===== src/rtl/snoop_pkg.sv =====
package snoop_pkg;
  localparam int IDX_W        = 8;
  localparam logic [IDX_W-1:0] IDX_OFF   = 8'hFF;
  localparam logic [IDX_W-1:0] IDX_START = 8'h00;
  localparam int NARROW_ADDR  = 3;
  localparam int WIDE_ADDR    = 4;
  localparam int UNIT_W       = 3;

  // Dummy units (groups of eight bytes) required by a flash opcode.
  function automatic logic [UNIT_W-1:0] dummy_units(input logic [7:0] op);
    logic [UNIT_W-1:0] u;
    case (op)
      8'hEB, 8'hEC:                      u = 3'd4;
      8'h0C, 8'hBB, 8'hBC:               u = 3'd2;
      8'h0B, 8'h3B, 8'h3C, 8'h6B, 8'h6C: u = 3'd1;
      default:                           u = 3'd0;
    endcase
    return u;
  endfunction
endpackage


===== src/rtl/snoop_opcode_decode.sv =====
module snoop_opcode_decode
  import snoop_pkg::*;
(
  input  logic [7:0]        opcode,
  output logic [UNIT_W-1:0] units
);
  always_comb begin
    units = dummy_units(opcode);
  end
endmodule


===== src/rtl/snoop_tracker.sv =====
module snoop_tracker
  import snoop_pkg::*;
#(
  parameter int SIZE_W     = 3,
  parameter int DCNT_W     = 6,
  parameter int UNIT_BYTES = 8
) (
  input  logic              clk,
  input  logic              rst_n,
  input  logic              cs_evt_valid,
  input  logic              cs_evt_assert,
  input  logic              accept,
  input  logic [SIZE_W-1:0] wr_size,
  input  logic              addr4_mode,
  input  logic [UNIT_W-1:0] units,
  output logic              drop_now,
  output logic [DCNT_W-1:0] dummy_cnt,
  output logic              wr_drop
);
  localparam logic [IDX_W-1:0] THR_NARROW = IDX_W'(NARROW_ADDR + 1);
  localparam logic [IDX_W-1:0] THR_WIDE   = IDX_W'(WIDE_ADDR + 1);

  logic [IDX_W-1:0]  idx_q, idx_d;
  logic [DCNT_W-1:0] pend_q, pend_d;
  logic              idx_en, pend_en;
  logic              drop_q;
  logic              snoop_on, at_opcode, at_dummy;
  logic [IDX_W-1:0]  thr, idx_adv;

  always_comb begin
    snoop_on  = (idx_q != IDX_OFF);
    at_opcode = snoop_on && (idx_q == IDX_START);
    thr       = addr4_mode ? THR_WIDE : THR_NARROW;
    at_dummy  = snoop_on && !at_opcode && (idx_q >= thr);
    idx_adv   = idx_q + IDX_W'(wr_size);
    drop_now  = accept && at_dummy;
    dummy_cnt = pend_q;
  end

  // Next-state: a chip-select event overrides what the write would set.
  always_comb begin
    idx_d   = idx_q;
    pend_d  = pend_q;
    idx_en  = 1'b0;
    pend_en = 1'b0;
    if (accept && snoop_on) begin
      idx_en = 1'b1;
      if (at_opcode) begin
        if (units == '0) begin
          idx_d = IDX_OFF;
        end else begin
          idx_d   = idx_adv;
          pend_d  = DCNT_W'(units) * DCNT_W'(UNIT_BYTES);
          pend_en = 1'b1;
        end
      end else if (at_dummy) begin
        idx_d   = IDX_OFF;
        pend_d  = '0;
        pend_en = 1'b1;
      end else begin
        idx_d = idx_adv;
      end
    end
    if (cs_evt_valid) begin
      idx_en  = 1'b1;
      idx_d   = cs_evt_assert ? IDX_START : IDX_OFF;
      pend_en = 1'b1;
      pend_d  = '0;
    end
  end

  always_ff @(posedge clk or negedge rst_n) begin
    if (!rst_n) begin
      idx_q  <= IDX_OFF;
      pend_q <= '0;
      drop_q <= 1'b0;
    end else begin
      if (idx_en)  idx_q  <= idx_d;
      if (pend_en) pend_q <= pend_d;
      drop_q <= drop_now;
    end
  end

  assign wr_drop = drop_q;
endmodule


===== src/rtl/snoop_byte_emitter.sv =====
module snoop_byte_emitter #(
  parameter int DATA_BYTES = 4,
  parameter int SIZE_W     = 3,
  parameter int DCNT_W     = 6
) (
  input  logic                    clk,
  input  logic                    rst_n,
  input  logic                    load_data,
  input  logic [8*DATA_BYTES-1:0] data,
  input  logic [SIZE_W-1:0]       size,
  input  logic                    load_dummy,
  input  logic [DCNT_W-1:0]       dummy_cnt,
  input  logic [7:0]              dummy_val,
  input  logic                    sh_ready,
  output logic                    sh_valid,
  output logic [7:0]              sh_data,
  output logic                    busy
);
  localparam int DATA_W = 8 * DATA_BYTES;

  logic [DATA_W-1:0] buf_q, buf_d;
  logic [SIZE_W-1:0] nbyte_q, nbyte_d;
  logic [DCNT_W-1:0] ndum_q, ndum_d;
  logic [7:0]        dval_q;
  logic              dum_active, fire;
  logic              buf_en, nbyte_en, ndum_en, dval_en;

  always_comb begin
    dum_active = (ndum_q != '0);
    sh_valid   = dum_active || (nbyte_q != '0);
    sh_data    = dum_active ? dval_q : buf_q[7:0];
    busy       = sh_valid;
    fire       = sh_valid && sh_ready;
  end

  always_comb begin
    buf_d    = buf_q;
    nbyte_d  = nbyte_q;
    ndum_d   = ndum_q;
    buf_en   = 1'b0;
    nbyte_en = 1'b0;
    ndum_en  = 1'b0;
    dval_en  = 1'b0;
    if (load_data) begin
      buf_d    = data;
      nbyte_d  = size;
      buf_en   = 1'b1;
      nbyte_en = 1'b1;
    end else if (load_dummy) begin
      ndum_d  = dummy_cnt;
      ndum_en = 1'b1;
      dval_en = 1'b1;
    end else if (fire) begin
      if (dum_active) begin
        ndum_d  = ndum_q - 1'b1;
        ndum_en = 1'b1;
      end else begin
        buf_d    = buf_q >> 8;
        nbyte_d  = nbyte_q - 1'b1;
        buf_en   = 1'b1;
        nbyte_en = 1'b1;
      end
    end
  end

  always_ff @(posedge clk or negedge rst_n) begin
    if (!rst_n) begin
      buf_q   <= '0;
      nbyte_q <= '0;
      ndum_q  <= '0;
      dval_q  <= '0;
    end else begin
      if (buf_en)   buf_q   <= buf_d;
      if (nbyte_en) nbyte_q <= nbyte_d;
      if (ndum_en)  ndum_q  <= ndum_d;
      if (dval_en)  dval_q  <= dummy_val;
    end
  end
endmodule


===== src/rtl/spi_dummy_snoop.sv =====
module spi_dummy_snoop
  import snoop_pkg::*;
#(
  parameter int DATA_BYTES = 4,
  parameter int MAX_UNITS  = 4,
  parameter int UNIT_BYTES = 8
) (
  input  logic                             clk,
  input  logic                             rst_n,
  input  logic                             cs_evt_valid,
  input  logic                             cs_evt_assert,
  input  logic                             wr_valid,
  output logic                             wr_ready,
  input  logic [8*DATA_BYTES-1:0]          wr_data,
  input  logic [$clog2(DATA_BYTES+1)-1:0]  wr_size,
  input  logic                             addr4_mode,
  input  logic [7:0]                       dummy_byte,
  output logic                             sh_valid,
  output logic [7:0]                       sh_data,
  input  logic                             sh_ready,
  output logic                             wr_drop
);
  localparam int SIZE_W = $clog2(DATA_BYTES + 1);
  localparam int DCNT_W = $clog2(MAX_UNITS * UNIT_BYTES + 1);

  logic              busy, accept, drop_now;
  logic [UNIT_W-1:0] units;
  logic [DCNT_W-1:0] dummy_cnt;

  assign wr_ready = !busy;
  assign accept   = wr_valid && wr_ready;

  snoop_opcode_decode u_dec (
    .opcode (wr_data[7:0]),
    .units  (units)
  );

  snoop_tracker #(
    .SIZE_W     (SIZE_W),
    .DCNT_W     (DCNT_W),
    .UNIT_BYTES (UNIT_BYTES)
  ) u_trk (
    .clk           (clk),
    .rst_n         (rst_n),
    .cs_evt_valid  (cs_evt_valid),
    .cs_evt_assert (cs_evt_assert),
    .accept        (accept),
    .wr_size       (wr_size),
    .addr4_mode    (addr4_mode),
    .units         (units),
    .drop_now      (drop_now),
    .dummy_cnt     (dummy_cnt),
    .wr_drop       (wr_drop)
  );

  snoop_byte_emitter #(
    .DATA_BYTES (DATA_BYTES),
    .SIZE_W     (SIZE_W),
    .DCNT_W     (DCNT_W)
  ) u_emit (
    .clk        (clk),
    .rst_n      (rst_n),
    .load_data  (accept && !drop_now),
    .data       (wr_data),
    .size       (wr_size),
    .load_dummy (drop_now),
    .dummy_cnt  (dummy_cnt),
    .dummy_val  (dummy_byte),
    .sh_ready   (sh_ready),
    .sh_valid   (sh_valid),
    .sh_data    (sh_data),
    .busy       (busy)
  );
endmodule


===== config.mk =====
export PLATFORM = sky130hd
export DESIGN_NAME = spi_dummy_snoop
export DESIGN_NICKNAME = d
export VERILOG_FILES = /design/src/rtl/snoop_pkg.sv /design/src/rtl/snoop_opcode_decode.sv /design/src/rtl/snoop_tracker.sv /design/src/rtl/snoop_byte_emitter.sv /design/src/rtl/spi_dummy_snoop.sv
export SDC_FILE = /design/constraint.sdc
export NUM_CORES = 1
export LEC_CHECK = 0
export ABC_AREA = 1
export BUFFER_PORTS_ARGS = -buffer_cell sky130_fd_sc_hd__buf_2
export CAP_MARGIN = 30
export CORE_UTILIZATION = 34
export DETAILED_ROUTE_END_ITERATION = 12
export SLEW_MARGIN = 20
export SYNTH_ARGS = -nofsm -noshare
export SYNTH_HDL_FRONTEND = slang
export SYNTH_SLANG_ARGS = --single-unit

===== constraint.sdc =====
create_clock -name clk -period 4.2 [get_ports clk]
set_clock_uncertainty 0.2 [all_clocks]
set_input_delay 0.21 -clock clk [delete_from_list [all_inputs] [get_ports clk]]
set_output_delay 0.21 -clock clk [all_outputs]
set_load 0.05 [all_outputs]

## Word-level counts from Yosys, hierarchy flattened

Index checks and enable logic that the tools add are counted.

| word-level totals | value |
|---|---|
| register bits after elaboration | 64 |
| latch bits | 0 |
| bits in writable memories | 0 |
| ROM bits | 0 |
| input port bits | 50 |
| output and inout bits | 11 |
| memories | 0 |

| operators by class | value |
|---|---|
| add/subtract/negate cells | 3 |
| multiply operators | 0 |
| div/mod/pow operators | 0 |
| $lt $le $gt $ge | 1 |
| eq/ne operators | 14 |
| shifts and indexed selects | 0 |
| multiplexer cells | 42 |
| bitwise operators | 1 |
| reductions and logical operators | 28 |

Operators by type and width:

| cell | count |
|---|---|
| 2-to-1 mux 32 bit | 4 |
| 2-to-1 mux 8 bit | 7 |
| 2-to-1 mux 6 bit | 8 |
| == test 8 bit, second input constant | 4 |
| 2-to-1 mux 1 bit | 18 |
| == test 8 x 4 -> 1 bit, second input constant | 2 |
| == test 8 x 6 -> 1 bit, second input constant | 2 |
| == test 8 x 7 -> 1 bit, second input constant | 2 |
| 2-to-1 mux 3 bit | 4 |
| AND reduction 4 bit | 3 |
| case mux 3 bit (3 select lines) | 1 |
| adder 8 x 3 -> 8 bit | 1 |
| greater-or-equal comparator 8 bit | 1 |
| logical AND 1 bit | 8 |
| zero test 8 bit | 1 |
| inequality test 8 bit, second input constant | 1 |
| nonzero test 2 bit | 4 |
| nonzero test 3 bit | 2 |
| nonzero test 6 bit | 1 |
| subtractor 6 x 1 -> 6 bit, second input constant | 1 |
| OR reduction 5 bit | 1 |
| inequality test 2 x 1 -> 1 bit, second input constant | 2 |
| zero test 1 bit | 3 |
| zero test 3 bit | 1 |
| other kinds (7) | 7 |

## Logic depth before layout (Yosys ltp)

Gate-level depths: netlist (run 1).

| logic depth | value |
|---|---|
| word-level depth | 10 |
| depth in mapped cells | 15 |
| mapped depth without buffers | 14 |

## Cells and area by module

From an unflattened synthesis (run 1), not the netlist that was laid out.

| unflattened totals | value |
|---|---|
| cells, all modules | 537 |
| area total of the unflattened synthesis | 3713.6 µm² |

By module, submodules not included:

| module | instances | cells an instance | area an instance (µm²) | sequential area each (µm²) |
|---|---|---|---|---|
| snoop_byte_emitter | 1 | 370 | 2622.5 | 1226.2 |
| snoop_tracker | 1 | 120 | 895.9 | 310.3 |
| snoop_opcode_decode | 1 | 43 | 175.2 | 0.0 |
| spi_dummy_snoop | 1 | 4 | 20.0 | 0.0 |

## Worst setup path after synthesis (run 1)

No wires, ideal clock.

| path | value |
|---|---|
| kind | register to output |
| start point | register u_emit.ndum_q[0] |
| end point | output port sh_data[0] |
| arrival | 2.278 ns |
| path slack | 1.512 ns |
| cell stages (with the launch flop) | 9 |
| path buffers | 1 |
| cell sequence | dfrtp_1 -> inv_1 -> ha_1 -> inv_1 -> nor3_2 -> nand2_2 -> clkinv_1 -> clkbuf_1 -> o21ai_0 |

| on the way | value |
|---|---|
| word-level cells in the longest chain between the ends | 2 |

RTL lines:

| what | line | text |
|---|---|---|
| start, declared | snoop_byte_emitter.sv:23 | `logic [DCNT_W-1:0] ndum_q, ndum_d;` |
| start signal, assigned | snoop_byte_emitter.sv:75 | `if (ndum_en) ndum_q <= ndum_d;` |
| nonzero test 6 bit | snoop_byte_emitter.sv:29 | `dum_active = (ndum_q != '0);` |
| 2-to-1 mux 8 bit | snoop_byte_emitter.sv:31 | `sh_data = dum_active ? dval_q : buf_q[7:0];` |
| end, declared | spi_dummy_snoop.sv:19 | `output logic [7:0] sh_data,` |

Every way passes these cells.

## Worst setup path after layout (run 1)

| path | value |
|---|---|
| start point | register u_trk.idx_q[0] |
| end point | register u_emit.buf_q[17] |

| on the way | value |
|---|---|
| word-level cells in the longest chain between the ends | 10 |

RTL lines:

| what | line | text |
|---|---|---|
| start, declared | snoop_tracker.sv:23 | `logic [IDX_W-1:0] idx_q, idx_d;` |
| start signal, assigned | snoop_tracker.sv:78 | `if (idx_en) idx_q <= idx_d;` |
| parallel branches: the longest is 4 deep, another holds greater-or-equal comparator 8 bit | n/a |  |
| logical AND 1 bit (*) | snoop_tracker.sv:34 | `at_dummy = snoop_on && !at_opcode && (idx_q >= thr);` |
| logical AND 1 bit (*) | snoop_tracker.sv:36 | `drop_now = accept && at_dummy;` |
| zero test 1 bit | spi_dummy_snoop.sv:63 | `.load_data (accept && !drop_now),` |
| logical AND 1 bit | spi_dummy_snoop.sv:63 |  |
| inequality test 2 x 1 -> 1 bit (no source line) (tied with other cells) | n/a |  |
| AND reduction 4 bit (no source line) | n/a |  |
| end signal, assigned | snoop_byte_emitter.sv:73 | `if (buf_en) buf_q <= buf_d;` |
| end, declared | snoop_byte_emitter.sv:21 | `logic [DATA_W-1:0] buf_q, buf_d;` |

Every way passes the cells marked *.
A chain may end at the register's enable or synchronous reset.

==> qor.json, run 1 <==
{
  "status": {"value": "completed"},
  "finalNetCount": {"value": 623},
  "gp_congestion": {"value": 0.9167},
  "cts-root-buf": {"value": "sky130_fd_sc_hd__clkbuf_8"},
  "post_route_cells_drive_above_1_share": {"value": 16.87, "unit": "%"},
  "cts-buffers-inserted": {"value": 9},
  "die_w": {"value": 101.8, "unit": "microns"},
  "maxCapViolations": {"value": 0},
  "tritoncts_clock_tree": {"value": "done"},
  "finalSetupViolCount": {"value": 0},
  "drc_errors": {"value": 0},
  "io-pin-count": {"value": 61},
  "hold_path.class": {"value": "input port to register"},
  "syn_nets": {"value": 533},
  "worst_endpoint_data_arrival_time": {"value": 3.02, "unit": "ns"},
  "timing.final.hold_violations": {"value": 0},
  "timing.fmax": {"value": 0.3341, "unit": "GHz"},
  "postCtsResizedCells": {"value": 0},
  "fin_setup_tns": {"value": 0, "unit": "ns"},
  "peakVddDrop": {"value": 272.5, "unit": "uV"},
  "report.final.slew_viol_count": {"value": 0},
  "grt_usage": {"value": 16.53, "unit": "%"},
  "synth_ff_type": {"value": "sky130_fd_sc_hd__dfrtp_1"},
  "cts.clk_slew.worst_paths": {"value": 0.07, "unit": "ns"},
  "critPathMostFrequentCell": {"value": "sky130_fd_sc_hd__nand2_1"},
  "post_dr_wirelength_cell": {"value": 11.13, "unit": "microns"},
  "number_of_flops_mapped_to_enable_cells_by_yosys": {"value": 0},
  "max_slew.worst_pin.slew": {"value": 0.7424, "unit": "ns"},
  "route.detailed.vias_per_inst": {"value": 4.405},
  "clk_path_buf_depth": {"value": 2},
  "syn_to_final_growth": {"value": 25.76, "unit": "%"},
  "tritoncts_num_sinks": {"value": 61},
  "startpoint_kind_of_the_worst_setup_timing_path": {"value": "register"},
  "grt_max_degree": {"value": 36},
  "fin_crit_sh": {"value": 71.26, "unit": "%"},
  "setup.worst_path.end_class": {"value": "register"},
  "max-slew-margin-rel": {"value": 50.39, "unit": "%"},
  "p_leak": {"value": 0.002293, "unit": "uW"},
  "synthesis.yosys.warnings": {"value": 0},
  "ys_types": {"value": 32},
  "place.port_buffers": {"value": 60},
  "drt.antenna.violating_nets": {"value": 0},
  "route.vias.total": {"value": 3092},
  "power-per-cell-area": {"value": 460.0, "unit": "mW/mm^2"},
  "detailed_placement_hpwl": {"value": 5516, "unit": "microns"},
  "avgSynthCellArea": {"value": 7.128, "unit": "sq um"},
  "floorplan.core_area": {"value": 0.009729, "unit": "sq mm"},
  "post_synth_inst_count": {"value": 475},
  "grt_antenna_before_repair": {"value": 0},
  "period_minus_slack": {"value": 2.993, "unit": "ns"},
  "worst_path_dominant_cell_family": {"value": "compound AO/OA/AOI/OAI gates"},
  "via_count_of_the_first_global_routing_pass": {"value": 2984},
  "crit_chain": {"value": "inv_1 > ha_1 > o21ai_1 > nand3_1 > nand2_2 > nor2_2 > buf_4 > a21oi_4 > inv_4 > nand2_1 > nand2_1"},
  "grt_pass1_wl": {"value": 13140, "unit": "microns"},
  "critical_path_buf_inv_count": {"value": 3},
  "mostFrequentLayoutCell": {"value": "sky130_fd_sc_hd__nand2_1"},
  "syn-cell-area": {"value": 0.003386, "unit": "sq mm"},
  "detail_route.first_pass.iterations": {"value": 4},
  "postSynthRegisterBits": {"value": 61},
  "initial_core_util": {"value": 34.80, "unit": "%"},
  "yosysSeqAreaShare": {"value": 45.38, "unit": "%"},
  "async_reset_ff_share": {"value": 100.0, "unit": "%"},
  "insertedDiodeCount": {"value": 0},
  "die_area": {"value": 0.01036, "unit": "sq mm"},
  "clock_tree.htree_level_count": {"value": 3},
  "rsz_0062_raised_after_global_routing": {"value": "no"},
  "cp_slowest_cell": {"value": "sky130_fd_sc_hd__a21oi_4"},
  "die_h": {"value": 101.8, "unit": "microns"},
  "clk-insertion-delay-late": {"value": 0.34, "unit": "ns"},
  "cp.required": {"value": 4.23, "unit": "ns"},
  "critPathMaxStageDelay": {"value": 0.59, "unit": "ns"},
  "worstSetupPathType": {"value": "register to register"},
  "critical_path_peak_fanout": {"value": 35},
  "post-route-util": {"value": 43.76, "unit": "%"},
  "num_rows": {"value": 36},
  "wl": {"value": 7812, "unit": "microns"},
  "drt_first_iter_violations": {"value": 115},
  "grt_overflow": {"value": 0},
  "layout.cells.most_common_list": {"value": "229 x sky130_fd_sc_hd__nand2_1, 60 x sky130_fd_sc_hd__buf_2, 53 x sky130_fd_sc_hd__dfrtp_1"}
}
-- worst register-to-register path: stages (launching register included) --
cell and delay, ns:
sky130_fd_sc_hd__dfstp_2 0.55, sky130_fd_sc_hd__inv_1 0.06, sky130_fd_sc_hd__ha_1 0.27, sky130_fd_sc_hd__o21ai_1 0.17, sky130_fd_sc_hd__nand3_1 0.12, sky130_fd_sc_hd__nand2_2 0.17, sky130_fd_sc_hd__nor2_2 0.04, sky130_fd_sc_hd__buf_4 0.19
sky130_fd_sc_hd__a21oi_4 0.59, sky130_fd_sc_hd__inv_4 0.32, sky130_fd_sc_hd__nand2_1 0.14, sky130_fd_sc_hd__nand2_1 0.06
-- final cells by class --
type	count	area (sq um)
Fill cell	995	5472
Multi-Input combinational cell	355	1585
Sequential cell	61	1536
Timing Repair Buffer	94	635.6
Inverter	44	167.7
Tap cell	133	166.4
Clock buffer	11	141.4
Clock inverter	4	25.02
-- power by group --
part           leakage [uW]  internal, uW  switching [uW]  total [uW]
sequential         0.000793           733            84.7         817
clock             0.0000812           224             221         445
combinational       0.00142           229             466         696
total               0.00229          1190             772        1960
-- metal layers --
metal,part of all wire (%),vias up,global-route usage (%)
li1,-,1637,-
met1,49,1374,20.93
met2,45,68,27.23
met3,4.8,13,3.106
met4,1.8,0,7.804
met5,0,-,0
-- registers in the layout, indices dropped and copies added (netlist names) --
register,cells
u_trk.idx_q,8
u_trk.dummy_cnt,3
u_emit.buf_q,32
u_emit.dval_q,8
u_emit.nbyte_q,3
u_emit.ndum_q,6
u_trk.wr_drop,1
-- timing repair --
action,4_1_cts,5_1_grt
hold endpoints to repair,56,0
hold buffers,32,0
buffers inserted,0,0
setup endpoints to repair,0,0
-- stage by stage --
step / instance area, sq um / power (uW) / std cells / setup WS (ns) / hold slack [ns]
2_1_floorplan: 3386 / 1343 / 475 / 1.512 / -0.2856
3_3_place_gp: 3771 / 1485 / 655 / 1.284 / 0.07368
3_5_place_dp: 3771 / 1502 / 655 / 1.198 / 0.06680
4_1_cts: 4258 / 1979 / 702 / 1.190 / 0.005902
5_1_grt: 4258 / 2105 / 702 / 0.9128 / 0.02460
6_report: 4258 / 1959 / 702 / 1.207 / 0.01029
-- kinds of logic after synthesis --
group	after synthesis	synth area share (%)
AOI/OAI and AO/OA	43	6.948
xor gates and xnor gates	6	1.552
adders and majority gates	8	3.178
buffers and inverters	59	7.797
DFF	61	45.38
and+or+nand+nor	298	35.14
-- synth_stat cells (4+ instances only) --
cell type                  count  area share, %
sky130_fd_sc_hd__inv_1        39            4.3
sky130_fd_sc_hd__buf_2         5           0.74
sky130_fd_sc_hd__o21ai_0      25            3.7
sky130_fd_sc_hd__clkbuf_1      4           0.44
sky130_fd_sc_hd__dfstp_2       8            6.2
sky130_fd_sc_hd__ha_1          7            2.6
sky130_fd_sc_hd__nand2_1     229             25
sky130_fd_sc_hd__nand2_2       4           0.74
sky130_fd_sc_hd__dfrtp_1      53             39
sky130_fd_sc_hd__a21oi_1      11            1.6
sky130_fd_sc_hd__nor2_1       36            4.0
sky130_fd_sc_hd__nand3_1      18            2.7
-- path summary, 6_finish.rpt --
| kind | slack (ns) | endpoint | cells after the start | start |
|---|---|---|---|---|
| max | 1.21 | u_emit.buf_q[17] | 11 | u_trk.idx_q[0] |
| min | 0.01 | u_emit.buf_q[12] | 5 | wr_data[12] |
| min in group asynchronous | 0.22 | u_emit.dval_q[6] | 2 | rst_n |
| max in group asynchronous | 2.68 | u_trk.idx_q[3] | 3 | rst_n |
| max reg2reg | 1.21 | u_emit.buf_q[17] | 11 | u_trk.idx_q[0] |
| min reg2reg | 0.27 | u_emit.buf_q[25] | 2 | u_emit.buf_q[25] |
(Power assumes the default switching activity.)
==> inputs of run 2 (changes only) <==
==> constraint.sdc (replaced) <==
create_clock -name clk -period 2.8 [get_ports clk]
set_clock_uncertainty 0.2 [all_clocks]
set_input_delay 0.14 -clock clk [delete_from_list [all_inputs] [get_ports clk]]
set_output_delay 0.14 -clock clk [all_outputs]
set_load 0.05 [all_outputs]
==> run 2 against run 1 <==
Critical path depth is 3 lower. Via count is 1.6% higher. Largest cell class unchanged. Routed wire length is 0.88% higher. Sequential share of layout area is 1.0 points lower.
==> qor.json, run 2 (synthesis results as in run 1) <==
{
  "status": {"value": "completed"},
  "layout.cells.most_common_list": {"value": "229 x sky130_fd_sc_hd__nand2_1, 60 x sky130_fd_sc_hd__buf_2, 53 x sky130_fd_sc_hd__dfrtp_1"},
  "gp_congestion": {"value": 0.8564},
  "max-slew-margin-rel": {"value": 56.12, "unit": "%"},
  "post-route-util": {"value": 45.06, "unit": "%"},
  "grt_antenna_before_repair": {"value": 0},
  "wl": {"value": 7881, "unit": "microns"},
  "maxCapViolations": {"value": 0},
  "syn_to_final_growth": {"value": 29.49, "unit": "%"},
  "clk_path_buf_depth": {"value": 2},
  "startpoint_kind_of_the_worst_setup_timing_path": {"value": "register"},
  "cts.clk_slew.worst_paths": {"value": 0.07, "unit": "ns"},
  "peakVddDrop": {"value": 369.7, "unit": "uV"},
  "num_rows": {"value": 36},
  "period_minus_slack": {"value": 2.502, "unit": "ns"},
  "power-per-cell-area": {"value": 703.0, "unit": "mW/mm^2"},
  "timing.fmax": {"value": 0.3997, "unit": "GHz"},
  "drt.antenna.violating_nets": {"value": 0},
  "io-pin-count": {"value": 61},
  "final_critical_path_setup_slack": {"value": 0.2979, "unit": "ns"},
  "setup.worst_path.end_class": {"value": "output pin"},
  "grt_max_degree": {"value": 36},
  "route.detailed.vias_per_inst": {"value": 4.412},
  "initial_core_util": {"value": 34.80, "unit": "%"},
  "finalSetupViolCount": {"value": 0},
  "detail_route.first_pass.iterations": {"value": 5},
  "grt_overflow": {"value": 0},
  "worst_endpoint_data_arrival_time": {"value": 2.16, "unit": "ns"},
  "tritoncts_clock_tree": {"value": "done"},
  "cp.required": {"value": 2.46, "unit": "ns"},
  "top_registers": {"value": "u_emit.buf_q (32), u_emit.dval_q (8), u_trk.idx_q (8)"},
  "critPathMaxStageDelay": {"value": 0.36, "unit": "ns"},
  "die_w": {"value": 101.8, "unit": "microns"},
  "fin_crit_sh": {"value": 89.36, "unit": "%"},
  "finalNetCount": {"value": 632},
  "hold_path.class": {"value": "input port to register"},
  "via_count_of_the_first_global_routing_pass": {"value": 3049},
  "tritoncts_num_sinks": {"value": 61},
  "detailed_placement_hpwl": {"value": 5642, "unit": "microns"},
  "rsz_0062_raised_after_global_routing": {"value": "no"},
  "die_area": {"value": 0.01036, "unit": "sq mm"},
  "preCtsSetupSlack": {"value": 0.3371, "unit": "ns"},
  "critPathMostFrequentCell": {"value": "sky130_fd_sc_hd__inv_1"},
  "grt_pass1_wl": {"value": 13370, "unit": "microns"},
  "timing.final.hold_violations": {"value": 0},
  "cp_slowest_cell": {"value": "sky130_fd_sc_hd__clkinv_1"},
  "insertedDiodeCount": {"value": 0},
  "drc_errors": {"value": 0},
  "postCtsResizedCells": {"value": 0},
  "crit_chain": {"value": "inv_1 > ha_1 > inv_1 > nor3_2 > nand2_2 > clkinv_1 > o21ai_0 > buf_2"},
  "cts-buffers-inserted": {"value": 9},
  "max_ffs_per_register": {"value": 32},
  "floorplan.core_area": {"value": 0.009729, "unit": "sq mm"},
  "critical_path_peak_fanout": {"value": 17},
  "cts-root-buf": {"value": "sky130_fd_sc_hd__clkbuf_8"},
  "fin_setup_tns": {"value": 0, "unit": "ns"},
  "clk-insertion-delay-late": {"value": 0.34, "unit": "ns"},
  "nFillCells": {"value": 1063},
  "clock_tree.htree_level_count": {"value": 3},
  "p_leak": {"value": 0.002350, "unit": "uW"},
  "mostFrequentLayoutCell": {"value": "sky130_fd_sc_hd__nand2_1"},
  "place.port_buffers": {"value": 60},
  "drt_first_iter_violations": {"value": 123},
  "max_slew.worst_pin.slew": {"value": 0.6582, "unit": "ns"},
  "route.vias.total": {"value": 3141},
  "report.final.slew_viol_count": {"value": 0},
  "grt_usage": {"value": 16.67, "unit": "%"},
  "die_h": {"value": 101.8, "unit": "microns"},
  "post_dr_wirelength_cell": {"value": 11.07, "unit": "microns"},
  "post_route_cells_drive_above_1_share": {"value": 17.44, "unit": "%"},
  "worstSetupPathType": {"value": "register to output pin"},
  "regMostFlops": {"value": "u_emit.buf_q"}
}
## run 2: changes by cell type in the layout (fill, tap and decap cells not counted)
cell                            previous run  this run
sky130_fd_sc_hd__dlygate4sd3_1            32        37
sky130_fd_sc_hd__buf_4                     2         5
sky130_fd_sc_hd__buf_12                    0         1
sky130_fd_sc_hd__bufinv_16                 0         1
sky130_fd_sc_hd__clkinv_2                  2         1
sky130_fd_sc_hd__inv_6                     0         1
## run 2: worst paths after layout
check | slack [ns] | endpoint | cells past startpoint | start
max | 0.30 | sh_data[7] | 8 | u_emit.ndum_q[0]
min | 0.0007 | u_emit.nbyte_q[1] | 5 | wr_size[1]
max reg2reg | 0.36 | u_emit.buf_q[15] | 11 | u_emit.ndum_q[0]
min reg2reg | 0.27 | u_emit.buf_q[28] | 2 | u_emit.buf_q[28]
max in group asynchronous | 1.47 | u_trk.idx_q[0] | 3 | rst_n
min in group asynchronous | 0.16 | u_emit.dval_q[5] | 2 | rst_n
## run 2: per-stage QoR
stage                     total power (uW)  hold slack [ns]  instances  area (sq um)
final                                 3082        0.0006601        712          4384
after global routing                  3319          0.01568        712          4384
after CTS                             3119         0.001783        712          4384
after detailed placement              2278         0.005719        659          3814
after global placement                2251        -0.006324        659          3814
after floorplan                       2014          -0.3556        475          3386
## run 2: where the power goes
part,switching [uW],internal (uW),total (uW)
clock,355,437,792
sequential,125,1100,1220
combinational,704,362,1070
total,1180,1900,3080
## run 2: what timing repair did
action / CTS / global route
hold buffers: 37 / 0
hold endpoints to repair: 56 / 0
setup endpoints to repair: 0 / 0
buffers inserted: 0 / 0
## run 2: layout make-up
| type | instances | area (sq um) | share of cell area, % |
|---|---|---|---|
| Multi-Input combinational cell | 355 | 1585 | 36.16 |
| Clock inverter | 5 | 58.81 | 1.341 |
| Sequential cell | 61 | 1536 | 35.05 |
| Tap cell | 133 | 166.4 | 3.796 |
| Clock buffer | 11 | 141.4 | 3.225 |
| Inverter | 44 | 167.7 | 3.824 |
| Timing Repair Buffer | 103 | 728.2 | 16.61 |
## run 2: routing by layer
metal	GRT usage, %	routed length [microns]	share of wire [%]
met1	20.67	3802	48
met2	28.74	3739	47
met5	0	0	0
met4	5.128	49	0.62
met3	3.796	290	3.7
## run 2: worst max-delay path, delay by kind of cell, from the launching register on
kind	cells	cell delay, ns
compound gates	1	0.30
buf+inv	4	0.81
flops	1	0.35
simple gates	2	0.19
fa+ha+maj	1	0.19
